File: src/rtl/spi_regport_pkg.sv
package spi_regport_pkg;
   localparam int BYTE_W      = 8;
   localparam int OP_W        = 2;
   localparam int ADDR_W      = BYTE_W - OP_W;
   localparam int FRAME_BYTES = 3;
   localparam int FRAME_BITS  = FRAME_BYTES * BYTE_W;
   localparam int CNT_W       = $clog2(FRAME_BITS + 1);
   localparam int IDX_W       = $clog2(BYTE_W);
   localparam int BIDX_W      = CNT_W - IDX_W;

   typedef enum logic [OP_W-1:0] {
      OP_WRITE   = 2'b00,
      OP_READ    = 2'b01,
      OP_NOP_A   = 2'b10,
      OP_NOP_B   = 2'b11
   } op_e;
endpackage

File: src/rtl/spi_regport_sync.sv
module spi_regport_sync #(
   parameter int               WIDTH   = 3,
   parameter int               STAGES  = 2,
   parameter logic [WIDTH-1:0] RST_VAL = '0
) (
   input  logic             clk,
   input  logic             rst_n,
   input  logic [WIDTH-1:0] d,
   output logic [WIDTH-1:0] q
);
   initial begin
      if (STAGES < 2 || STAGES > 8) $fatal(1, "sync depth out of range");
   end

   logic [WIDTH-1:0] stg [STAGES];

   genvar g;
   generate
      for (g = 0; g < STAGES; g++) begin : g_stage
         always_ff @(posedge clk or negedge rst_n) begin
            if (!rst_n)      stg[g] <= RST_VAL;
            else if (g == 0) stg[g] <= d;
            else             stg[g] <= stg[(g == 0) ? 0 : g-1];
         end
      end
   endgenerate

   assign q = stg[STAGES-1];
endmodule

File: src/rtl/spi_regport_engine.sv
module spi_regport_engine
   import spi_regport_pkg::*;
(
   input  logic              clk,
   input  logic              rst_n,
   input  logic              active,
   input  logic              sclk_rise,
   input  logic              sclk_fall,
   input  logic              sdi,
   input  logic [BYTE_W-1:0] rd_data,
   output logic [ADDR_W-1:0] addr,
   output logic              wr_stb,
   output logic [BYTE_W-1:0] wr_data,
   output logic              cap_stb,
   output logic              clr_stb,
   output logic              sdo,
   output logic [CNT_W-1:0]  in_cnt,
   output logic [CNT_W-1:0]  out_cnt
);
   localparam logic [CNT_W-1:0] CMD_LAST  = CNT_W'(BYTE_W - 1);
   localparam logic [CNT_W-1:0] DAT_LAST  = CNT_W'(2*BYTE_W - 1);
   localparam logic [CNT_W-1:0] BIT_LAST  = CNT_W'(FRAME_BITS - 1);
   localparam logic [CNT_W-1:0] FRAME_END = CNT_W'(FRAME_BITS);

   logic [BYTE_W-1:0] rx_sh, rx_next, cmd_q, dat_q, rd_q, tx_sh, nxt_byte;
   logic              sdo_q, cap_q, wr_q, clr_q;
   op_e               op;

   assign op      = op_e'(cmd_q[BYTE_W-1 -: OP_W]);
   assign rx_next = {rx_sh[BYTE_W-2:0], sdi};

   // byte launched at the start of each output byte slot
   always_comb begin
      case (out_cnt[CNT_W-1:IDX_W])
         BIDX_W'(0): nxt_byte = '0;
         BIDX_W'(1): nxt_byte = cmd_q;
         default:    nxt_byte = (op == OP_READ) ? rd_q : dat_q;
      endcase
   end

   always_ff @(posedge clk or negedge rst_n) begin
      if (!rst_n) begin
         in_cnt <= '0; out_cnt <= '0; rx_sh <= '0; cmd_q <= '0; dat_q <= '0;
         rd_q <= '0; tx_sh <= '0; sdo_q <= 1'b0;
         cap_q <= 1'b0; wr_q <= 1'b0; clr_q <= 1'b0;
      end else begin
         cap_q <= 1'b0;
         wr_q  <= 1'b0;
         clr_q <= 1'b0;
         if (!active) begin
            in_cnt <= '0; out_cnt <= '0; sdo_q <= 1'b0; cmd_q <= '0;
         end else begin
            if (cap_q) rd_q <= rd_data;
            if (sclk_rise && in_cnt != FRAME_END) begin
               rx_sh  <= rx_next;
               in_cnt <= in_cnt + 1'b1;
               if (in_cnt == CMD_LAST) begin
                  cmd_q <= rx_next;
                  cap_q <= 1'b1;
               end
               if (in_cnt == DAT_LAST) begin
                  dat_q <= rx_next;
                  wr_q  <= (op == OP_WRITE);
               end
               if (in_cnt == BIT_LAST) clr_q <= (op == OP_READ);
            end
            if (sclk_fall && out_cnt != FRAME_END) begin
               out_cnt <= out_cnt + 1'b1;
               if (out_cnt[IDX_W-1:0] == '0) begin
                  sdo_q <= nxt_byte[BYTE_W-1];
                  tx_sh <= {nxt_byte[BYTE_W-2:0], 1'b0};
               end else begin
                  sdo_q <= tx_sh[BYTE_W-1];
                  tx_sh <= {tx_sh[BYTE_W-2:0], 1'b0};
               end
            end
         end
      end
   end

   assign addr    = cmd_q[ADDR_W-1:0];
   assign wr_stb  = wr_q;
   assign wr_data = dat_q;
   assign cap_stb = cap_q;
   assign clr_stb = clr_q;
   assign sdo     = sdo_q;
endmodule

File: src/rtl/spi_regport_regs.sv
module spi_regport_regs
   import spi_regport_pkg::*;
#(
   parameter int N_CH       = 4,
   parameter int SCR_BYTES  = 4,
   parameter int SCR_BASE   = 'h14,
   parameter int RSSI_BASE  = 'h20,
   parameter int TEMP_ADDR  = 'h24,
   parameter int RXEN_ADDR  = 'h25,
   parameter int TXEN_ADDR  = 'h34,
   parameter int FAULT_ADDR = 'h36
) (
   input  logic                   clk,
   input  logic                   rst_n,
   input  logic [ADDR_W-1:0]      addr,
   input  logic                   wr_stb,
   input  logic [BYTE_W-1:0]      wr_data,
   input  logic                   cap_stb,
   input  logic                   clr_stb,
   input  logic [N_CH*BYTE_W-1:0] rssi_in,
   input  logic [BYTE_W-1:0]      temp_in,
   input  logic [N_CH-1:0]        fault_in,
   output logic [BYTE_W-1:0]      rd_data,
   output logic [N_CH-1:0]        rx_en,
   output logic [N_CH-1:0]        tx_en,
   output logic [N_CH-1:0]        fault_lat
);
   localparam int HALF = BYTE_W / 2;
   localparam int AMAX = 1 << ADDR_W;

   initial begin
      if (N_CH < 1 || N_CH > HALF) $fatal(1, "channel count out of range");
      if (SCR_BASE + SCR_BYTES > AMAX || RSSI_BASE + N_CH > AMAX ||
          TEMP_ADDR >= AMAX || RXEN_ADDR >= AMAX || TXEN_ADDR >= AMAX ||
          FAULT_ADDR >= AMAX) $fatal(1, "register address out of range");
   end

   logic [BYTE_W-1:0] scr [SCR_BYTES];
   logic [N_CH-1:0]   live, snap, clr_bits;
   logic              hit_fault;

   assign hit_fault = (addr == ADDR_W'(FAULT_ADDR));
   assign live      = fault_in & tx_en;
   assign clr_bits  = (clr_stb && hit_fault) ? snap : '0;

   always_ff @(posedge clk or negedge rst_n) begin
      if (!rst_n) begin
         rx_en     <= '1;
         tx_en     <= '1;
         fault_lat <= '0;
         snap      <= '0;
         for (int i = 0; i < SCR_BYTES; i++) scr[i] <= '0;
      end else begin
         // a fault live in the clearing cycle re-sets its bit
         fault_lat <= (fault_lat & ~clr_bits) | live;
         if (cap_stb && hit_fault) snap <= fault_lat;
         if (wr_stb) begin
            if (addr == ADDR_W'(RXEN_ADDR)) rx_en <= wr_data[N_CH-1:0];
            if (addr == ADDR_W'(TXEN_ADDR)) tx_en <= wr_data[N_CH-1:0];
            for (int i = 0; i < SCR_BYTES; i++)
               if (addr == ADDR_W'(SCR_BASE + i)) scr[i] <= wr_data;
         end
      end
   end

   always_comb begin
      rd_data = '0;
      for (int i = 0; i < SCR_BYTES; i++)
         if (addr == ADDR_W'(SCR_BASE + i)) rd_data = scr[i];
      for (int i = 0; i < N_CH; i++)
         if (addr == ADDR_W'(RSSI_BASE + i)) rd_data = rssi_in[i*BYTE_W +: BYTE_W];
      if (addr == ADDR_W'(TEMP_ADDR)) rd_data = temp_in;
      if (addr == ADDR_W'(RXEN_ADDR)) rd_data = BYTE_W'(rx_en);
      if (addr == ADDR_W'(TXEN_ADDR)) rd_data = BYTE_W'(tx_en);
      if (hit_fault)                  rd_data = {HALF'(fault_lat), HALF'(live)};
   end
endmodule

File: src/rtl/spi_regport.sv
module spi_regport
   import spi_regport_pkg::*;
#(
   parameter int N_CH        = 4,
   parameter int SYNC_STAGES = 2,
   parameter int SCR_BYTES   = 4,
   parameter int SCR_BASE    = 'h14,
   parameter int RSSI_BASE   = 'h20,
   parameter int TEMP_ADDR   = 'h24,
   parameter int RXEN_ADDR   = 'h25,
   parameter int TXEN_ADDR   = 'h34,
   parameter int FAULT_ADDR  = 'h36
) (
   input  logic                   clk,
   input  logic                   rst_n,
   input  logic                   spi_sclk,
   input  logic                   spi_cs_n,
   input  logic                   spi_mosi,
   output logic                   spi_miso,
   output logic                   spi_miso_oe,
   input  logic [N_CH*BYTE_W-1:0] rssi_in,
   input  logic [BYTE_W-1:0]      temp_in,
   input  logic [N_CH-1:0]        tx_fault_in,
   output logic [N_CH-1:0]        rx_chan_en,
   output logic [N_CH-1:0]        tx_chan_en
);
   logic              sclk_s, cs_s, mosi_s, sclk_d, active, rise, fall;
   logic [ADDR_W-1:0] addr;
   logic [BYTE_W-1:0] wr_data, rd_data;
   logic              wr_stb, cap_stb, clr_stb, sdo;
   logic [CNT_W-1:0]  in_cnt, out_cnt;
   logic [N_CH-1:0]   fault_lat;

   spi_regport_sync #(.WIDTH(3), .STAGES(SYNC_STAGES), .RST_VAL(3'b110)) u_sync (
      .clk(clk), .rst_n(rst_n),
      .d({spi_sclk, spi_cs_n, spi_mosi}),
      .q({sclk_s, cs_s, mosi_s})
   );

   always_ff @(posedge clk or negedge rst_n) begin
      if (!rst_n) sclk_d <= 1'b1;
      else        sclk_d <= sclk_s;
   end

   assign active = ~cs_s;
   assign rise   = active &  sclk_s & ~sclk_d;
   assign fall   = active & ~sclk_s &  sclk_d;

   spi_regport_engine u_engine (
      .clk(clk), .rst_n(rst_n), .active(active), .sclk_rise(rise), .sclk_fall(fall),
      .sdi(mosi_s), .rd_data(rd_data), .addr(addr), .wr_stb(wr_stb), .wr_data(wr_data),
      .cap_stb(cap_stb), .clr_stb(clr_stb), .sdo(sdo), .in_cnt(in_cnt), .out_cnt(out_cnt)
   );

   spi_regport_regs #(
      .N_CH(N_CH), .SCR_BYTES(SCR_BYTES), .SCR_BASE(SCR_BASE), .RSSI_BASE(RSSI_BASE),
      .TEMP_ADDR(TEMP_ADDR), .RXEN_ADDR(RXEN_ADDR), .TXEN_ADDR(TXEN_ADDR),
      .FAULT_ADDR(FAULT_ADDR)
   ) u_regs (
      .clk(clk), .rst_n(rst_n), .addr(addr), .wr_stb(wr_stb), .wr_data(wr_data),
      .cap_stb(cap_stb), .clr_stb(clr_stb), .rssi_in(rssi_in), .temp_in(temp_in),
      .fault_in(tx_fault_in), .rd_data(rd_data), .rx_en(rx_chan_en), .tx_en(tx_chan_en),
      .fault_lat(fault_lat)
   );

   assign spi_miso    = sdo;
   assign spi_miso_oe = active;
endmodule

File: config.mk
export PLATFORM = sky130hd
export DESIGN_NAME = spi_regport
export DESIGN_NICKNAME = d
export VERILOG_FILES = /design/src/rtl/spi_regport_pkg.sv /design/src/rtl/spi_regport_sync.sv /design/src/rtl/spi_regport_engine.sv /design/src/rtl/spi_regport_regs.sv /design/src/rtl/spi_regport.sv
export SDC_FILE = /design/constraint.sdc
export NUM_CORES = 1
export LEC_CHECK = 0
export ABC_AREA = 1
export CORE_ASPECT_RATIO = 1.1
export CORE_MARGIN = 1
export CORE_UTILIZATION = 45
export CTS_CLUSTER_DIAMETER = 100
export DETAILED_ROUTE_END_ITERATION = 7
export GPL_TIMING_DRIVEN = 0
export PLACE_DENSITY = 0.63
export SYNTH_ARGS = -nofsm -noshare
export SYNTH_HDL_FRONTEND = slang
export SYNTH_SLANG_ARGS = --single-unit
File: constraint.sdc
create_clock -name clk -period 5.5 [get_ports clk]
set_clock_uncertainty 0.1 [all_clocks]
set_input_delay 1.65 -clock clk [delete_from_list [all_inputs] [get_ports clk]]
set_output_delay 1.65 -clock clk [all_outputs]
set_load 0.02 [all_outputs]
==> key figures, run 1 <==
Clocking
  – Clock tree root buffer cell: sky130_fd_sc_hd__clkbuf_16
  – Clk_lat worst skew: approximately 0.35 ns
  – Count of hold-fix buffers inserted at cts: 0
  – Number of buffers created by CTS: 9
  – H-tree levels: 3
  – Total setup buffers inserted after CTS: 0
  – Sink Count: between 100 and 150
  – TritonCTS clock tree: built
  – Count of instances resized after the clock tree is built: 0
  – Clock input transition at the sequential cells of the worst setup and hold paths: around 0.07 ns
  – Buffer levels on the longest clock path: 2

STA
  – RSZ-0062 raised after global routing: false
  – Final Hold Viols: 0
  – Worst slew margin: between 60% and 70%
  – Period utilisation layout: approximately two thirds
  – Peak Freq: between 200 and 300 MHz
  – Minimum clock period: 3.585 ns
  – Total setup violations reported at the end of the flow: 0
  – Final Slew Violations: 0
  – Least-Margin Pin Slew: 0.5301 ns
  – Worst slack on hold paths: approximately 0.26 ns
  – Total negative slack for setup checks: 0 ns

Route
  – Wire length the detailed router placed on met1: roughly 6.0 mm
  – WL/cell: 15.45 um
  – Top routing layer in use: met4
  – Number of DRC markers in iteration 0: between 300 and 400
  – Met3 routed WL: about 600 um
  – Per-cell via count in the routed design: between 5 and 6
  – Post-route antenna net violation count: 0
  – Post-detailed-route DRC marker count: 0
  – Final wirelength: 13.01 mm
  – Routed length on met2: 6.175 mm
  – Via count: about 4400
  – Length of the first detailed-routing pass in iterations: 5

Yosys
  – Flip-flop cell with the highest count after synthesis: sky130_fd_sc_hd__dfrtp_1
  – Mean Syn Cell Area: roughly 8.3 sq um
  – Share of the synthesized area in the top cell type: about 46%
  – Post-synthesis instance area: 0.005122 sq mm
  – Post-Syn Nets: between 600 and 700
  – Warning count from the yosys run: 0
  – Part of the Yosys area used for sequential elements: about 53%
  – Cell types occupying the most area after synthesis: sky130_fd_sc_hd__dfrtp_1 (46%), sky130_fd_sc_hd__nand2_1 (13%), sky130_fd_sc_hd__o21ai_0 (7.1%)
  – Count of flip-flops with a built-in enable after synthesis: 0
  – Netlist cell types: 35
  – Largest area contributor in the synthesized netlist: sky130_fd_sc_hd__dfrtp_1
  – Post-synthesis register bit count: 107
  – Most common cell in the netlist: sky130_fd_sc_hd__nand2_1
  – Top cell types by occurrence after synthesis: sky130_fd_sc_hd__nand2_1 (176), sky130_fd_sc_hd__dfrtp_1 (94), sky130_fd_sc_hd__o21ai_0 (73), sky130_fd_sc_hd__inv_1 (70), sky130_fd_sc_hd__nor2_1 (44)
  – Instance count of the mapped netlist: 620
  – Share of synthesized registers carrying an async set or reset: 100.0%

Setup path
  – Slowest cell on the critical path: sky130_fd_sc_hd__clkdlybuf4s50_1
  – FF-to-FF Start: u_engine.out_cnt[0]
  – Critical path class: flop to output port
  – Crit-path max FO: 10
  – Startpoint class of the critical path: flop
  – Delay of the slowest critical-path stage: approximately 0.64 ns
  – Sequence of cells on the critical path: clkinv_1 > clkdlybuf4s50_1
  – Worst reg2reg path endpoint: u_engine.sdo
  – Setup slack, reg-to-reg: ~3.4 ns
  – Number of cells traversed by the worst register-to-register path: 9
  – Crit path required time: about 3.8 ns
  – Buffers and inverters on the worst path: 2
  – CP delay by family, top: buffers and inverters
  – Worst endpoint data arrival time: between 1.5 and 2 ns
  – Number of stages on the worst setup path: 2
  – Crit. End Element: output port

Power
  – Largest voltage drop on the vdd net: approximately 0.00017 V
  – Ratio of total power to cell area: about 250 mW/mm^2
  – Leakage power: between 2 and 3 nW

Placed design
  – Count of buffers inserted at the top-level ports: 58
  – Number of placed instances with taps included: 826
  – Routability congestion estimate from global placement: between 0.9 and 1
  – HPWL reported at the end of detailed placement: slightly below 10 mm

Global routing
  – Maximum number of pins on one net before global-route repair: 71
  – First-pass GRT wire length: 21.29 mm
  – Total congestion overflow after global routing: 0
  – Global router's overall resource usage: a little under a quarter
  – Number of global-route vias before repair: just over 4000
  – Number of antenna violations at the first check in global routing: 0

Layout
  – P&R area growth vs syn: 21.23%
  – Number of fillers in the final layout: around 1000
  – Number of standard cells in the final layout excluding fillers: between 800 and 900
  – Net count reported at finish: between 700 and 800
  – Antenna diodes: 0
  – Fraction of final layout cells with drive strength greater than 1: around a tenth

Floorplan
  – Initial Utilization: 46.52%
  – DIE AREA: ~0.012 sq mm
  – Vertical die dimension: approximately 110 um
  – Placeable Area: about 0.011 sq mm
  – Horizontal die dimension: approximately 100 um
  – Std-Cell Rows: 40
  – Ports placed on the boundary: a little under 60

Status
  – Outcome: finished clean

Hold path
  – Cells on Worst Hold Path: 0
  – Sink of the worst hold path: u_sync.q[1]
  – Launch point of the worst hold path: u_sync.stg[4]
  – Worst Hold Class: flop to flop

Job
  – Max-cap violations: 0
## stage by stage
step                      setup slack, ns  util [%]  area (sq um)  power (mW)
after global placement             -1.293     53.47          5887      0.9313
after CTS                           1.897     56.40          6210       1.576
after floorplan                     2.957         -          5122      0.8658
after global routing                1.808     56.40          6210       1.621
after detailed placement            2.294     53.69          5912      0.9360
final                               1.915     56.40          6210       1.557
## power breakdown
group	switching, mW	internal, mW	leakage (nW)
Combinational	0.0564	0.0469	1.19
Clock	0.298	0.339	0.144
Sequential	0.00961	0.808	1.38
Total	0.364	1.19	2.71
## cell families after synthesis
| group | after synthesis | share of synthesized area [%] |
|---|---|---|
| AOI/OAI and AO/OA | 126 | 13.21 |
| adders and majority gates | 5 | 1.221 |
| buffers and inverters | 91 | 7.230 |
| DFF | 107 | 52.59 |
| muxes | 4 | 1.172 |
| and+or+nand+nor | 287 | 24.57 |
## flip-flops by register name, summed over array words and instances, names as in the netlist, 4 cells and up
| register | count |
|---|---|
| u_engine.tx_sh | 7 |
| u_engine.rd_q | 8 |
| u_regs.tx_en | 4 |
| u_regs.scr | 32 |
| u_engine.out_cnt | 5 |
| u_engine.in_cnt | 5 |
| u_engine.cmd_q | 8 |
| u_regs.rx_en | 4 |
| u_engine.rx_sh | 7 |
| u_engine.wr_data | 8 |
| u_regs.fault_lat | 4 |
| u_regs.snap | 4 |
## worst max path at each step
stage,startpoint,endpoint
CTS,u_sync.q[1],spi_miso_oe
detailed placement,u_sync.q[1],spi_miso_oe
global route,u_sync.q[1],spi_miso_oe
global placement,rst_n,u_engine.out_cnt[0]
floorplan,u_sync.q[1],spi_miso_oe
finish,u_sync.q[1],spi_miso_oe
## cells in the final DEF, fill, tap and decap left out, types with 2 or more instances in the layout
| cell type | count |
|---|---|
| sky130_fd_sc_hd__nor2_2 | 3 |
| sky130_fd_sc_hd__ha_1 | 5 |
| sky130_fd_sc_hd__clkinv_4 | 2 |
| sky130_fd_sc_hd__clkbuf_16 | 9 |
| sky130_fd_sc_hd__nand4_1 | 15 |
| sky130_fd_sc_hd__nor2_1 | 44 |
| sky130_fd_sc_hd__a21oi_1 | 22 |
| sky130_fd_sc_hd__clkdlybuf4s50_1 | 57 |
| sky130_fd_sc_hd__nand3_1 | 28 |
| sky130_fd_sc_hd__nor3_1 | 5 |
| sky130_fd_sc_hd__mux2_4 | 4 |
| sky130_fd_sc_hd__o21ai_1 | 9 |
| sky130_fd_sc_hd__buf_2 | 9 |
| sky130_fd_sc_hd__clkbuf_8 | 2 |
| sky130_fd_sc_hd__nor3_4 | 2 |
| sky130_fd_sc_hd__o22ai_1 | 12 |
| sky130_fd_sc_hd__clkbuf_1 | 3 |
| sky130_fd_sc_hd__nor2_4 | 5 |
| sky130_fd_sc_hd__nand2_1 | 176 |
| sky130_fd_sc_hd__dfrtp_1 | 94 |
| sky130_fd_sc_hd__inv_1 | 70 |
| sky130_fd_sc_hd__or2_2 | 3 |
| sky130_fd_sc_hd__dfstp_2 | 13 |
| sky130_fd_sc_hd__o21ai_0 | 73 |
| sky130_fd_sc_hd__buf_6 | 2 |
| sky130_fd_sc_hd__inv_2 | 5 |
| sky130_fd_sc_hd__o211ai_1 | 6 |
## cell type report
class,count,area (sq um),share of cell area (%)
Sequential cell,107,2694,43.38
Clock inverter,5,45.04,0.7254
Buffer,14,78.83,1.269
Timing Repair Buffer,59,605.6,9.752
Inverter,77,291.5,4.695
Tap cell,147,183.9,2.962
Clock buffer,11,252.7,4.070
Multi-Input combinational cell,422,2058,33.15
## metal layers
metal	vias up	track usage [%]
li1	2175	-
met1	2098	31.25
met2	120	38.88
met3	14	4.629
met4	0	6.667
met5	-	0
Power figures use the tool's default switching activity.
==> run 2: changes to the inputs <==
==> constraint.sdc (replaced) <==
create_clock -name clk -period 3.8 [get_ports clk]
set_clock_uncertainty 0.1 [all_clocks]
set_input_delay 1.14 -clock clk [delete_from_list [all_inputs] [get_ports clk]]
set_output_delay 1.14 -clock clk [all_outputs]
set_load 0.02 [all_outputs]
==> results of run 2 <==
The final DEF is identical to that of run 1. Status: finished clean.
Among the figures that moved: setup slack after placement 2.294 ns -> 1.104 ns; setup slack after layout 1.915 ns -> 0.7250 ns; register-to-register setup slack 3.38 ns -> 1.68 ns; total power 1.557 mW -> 2.254 mW; worst IR drop on VDD 0.0001702 V -> 0.0002464 V
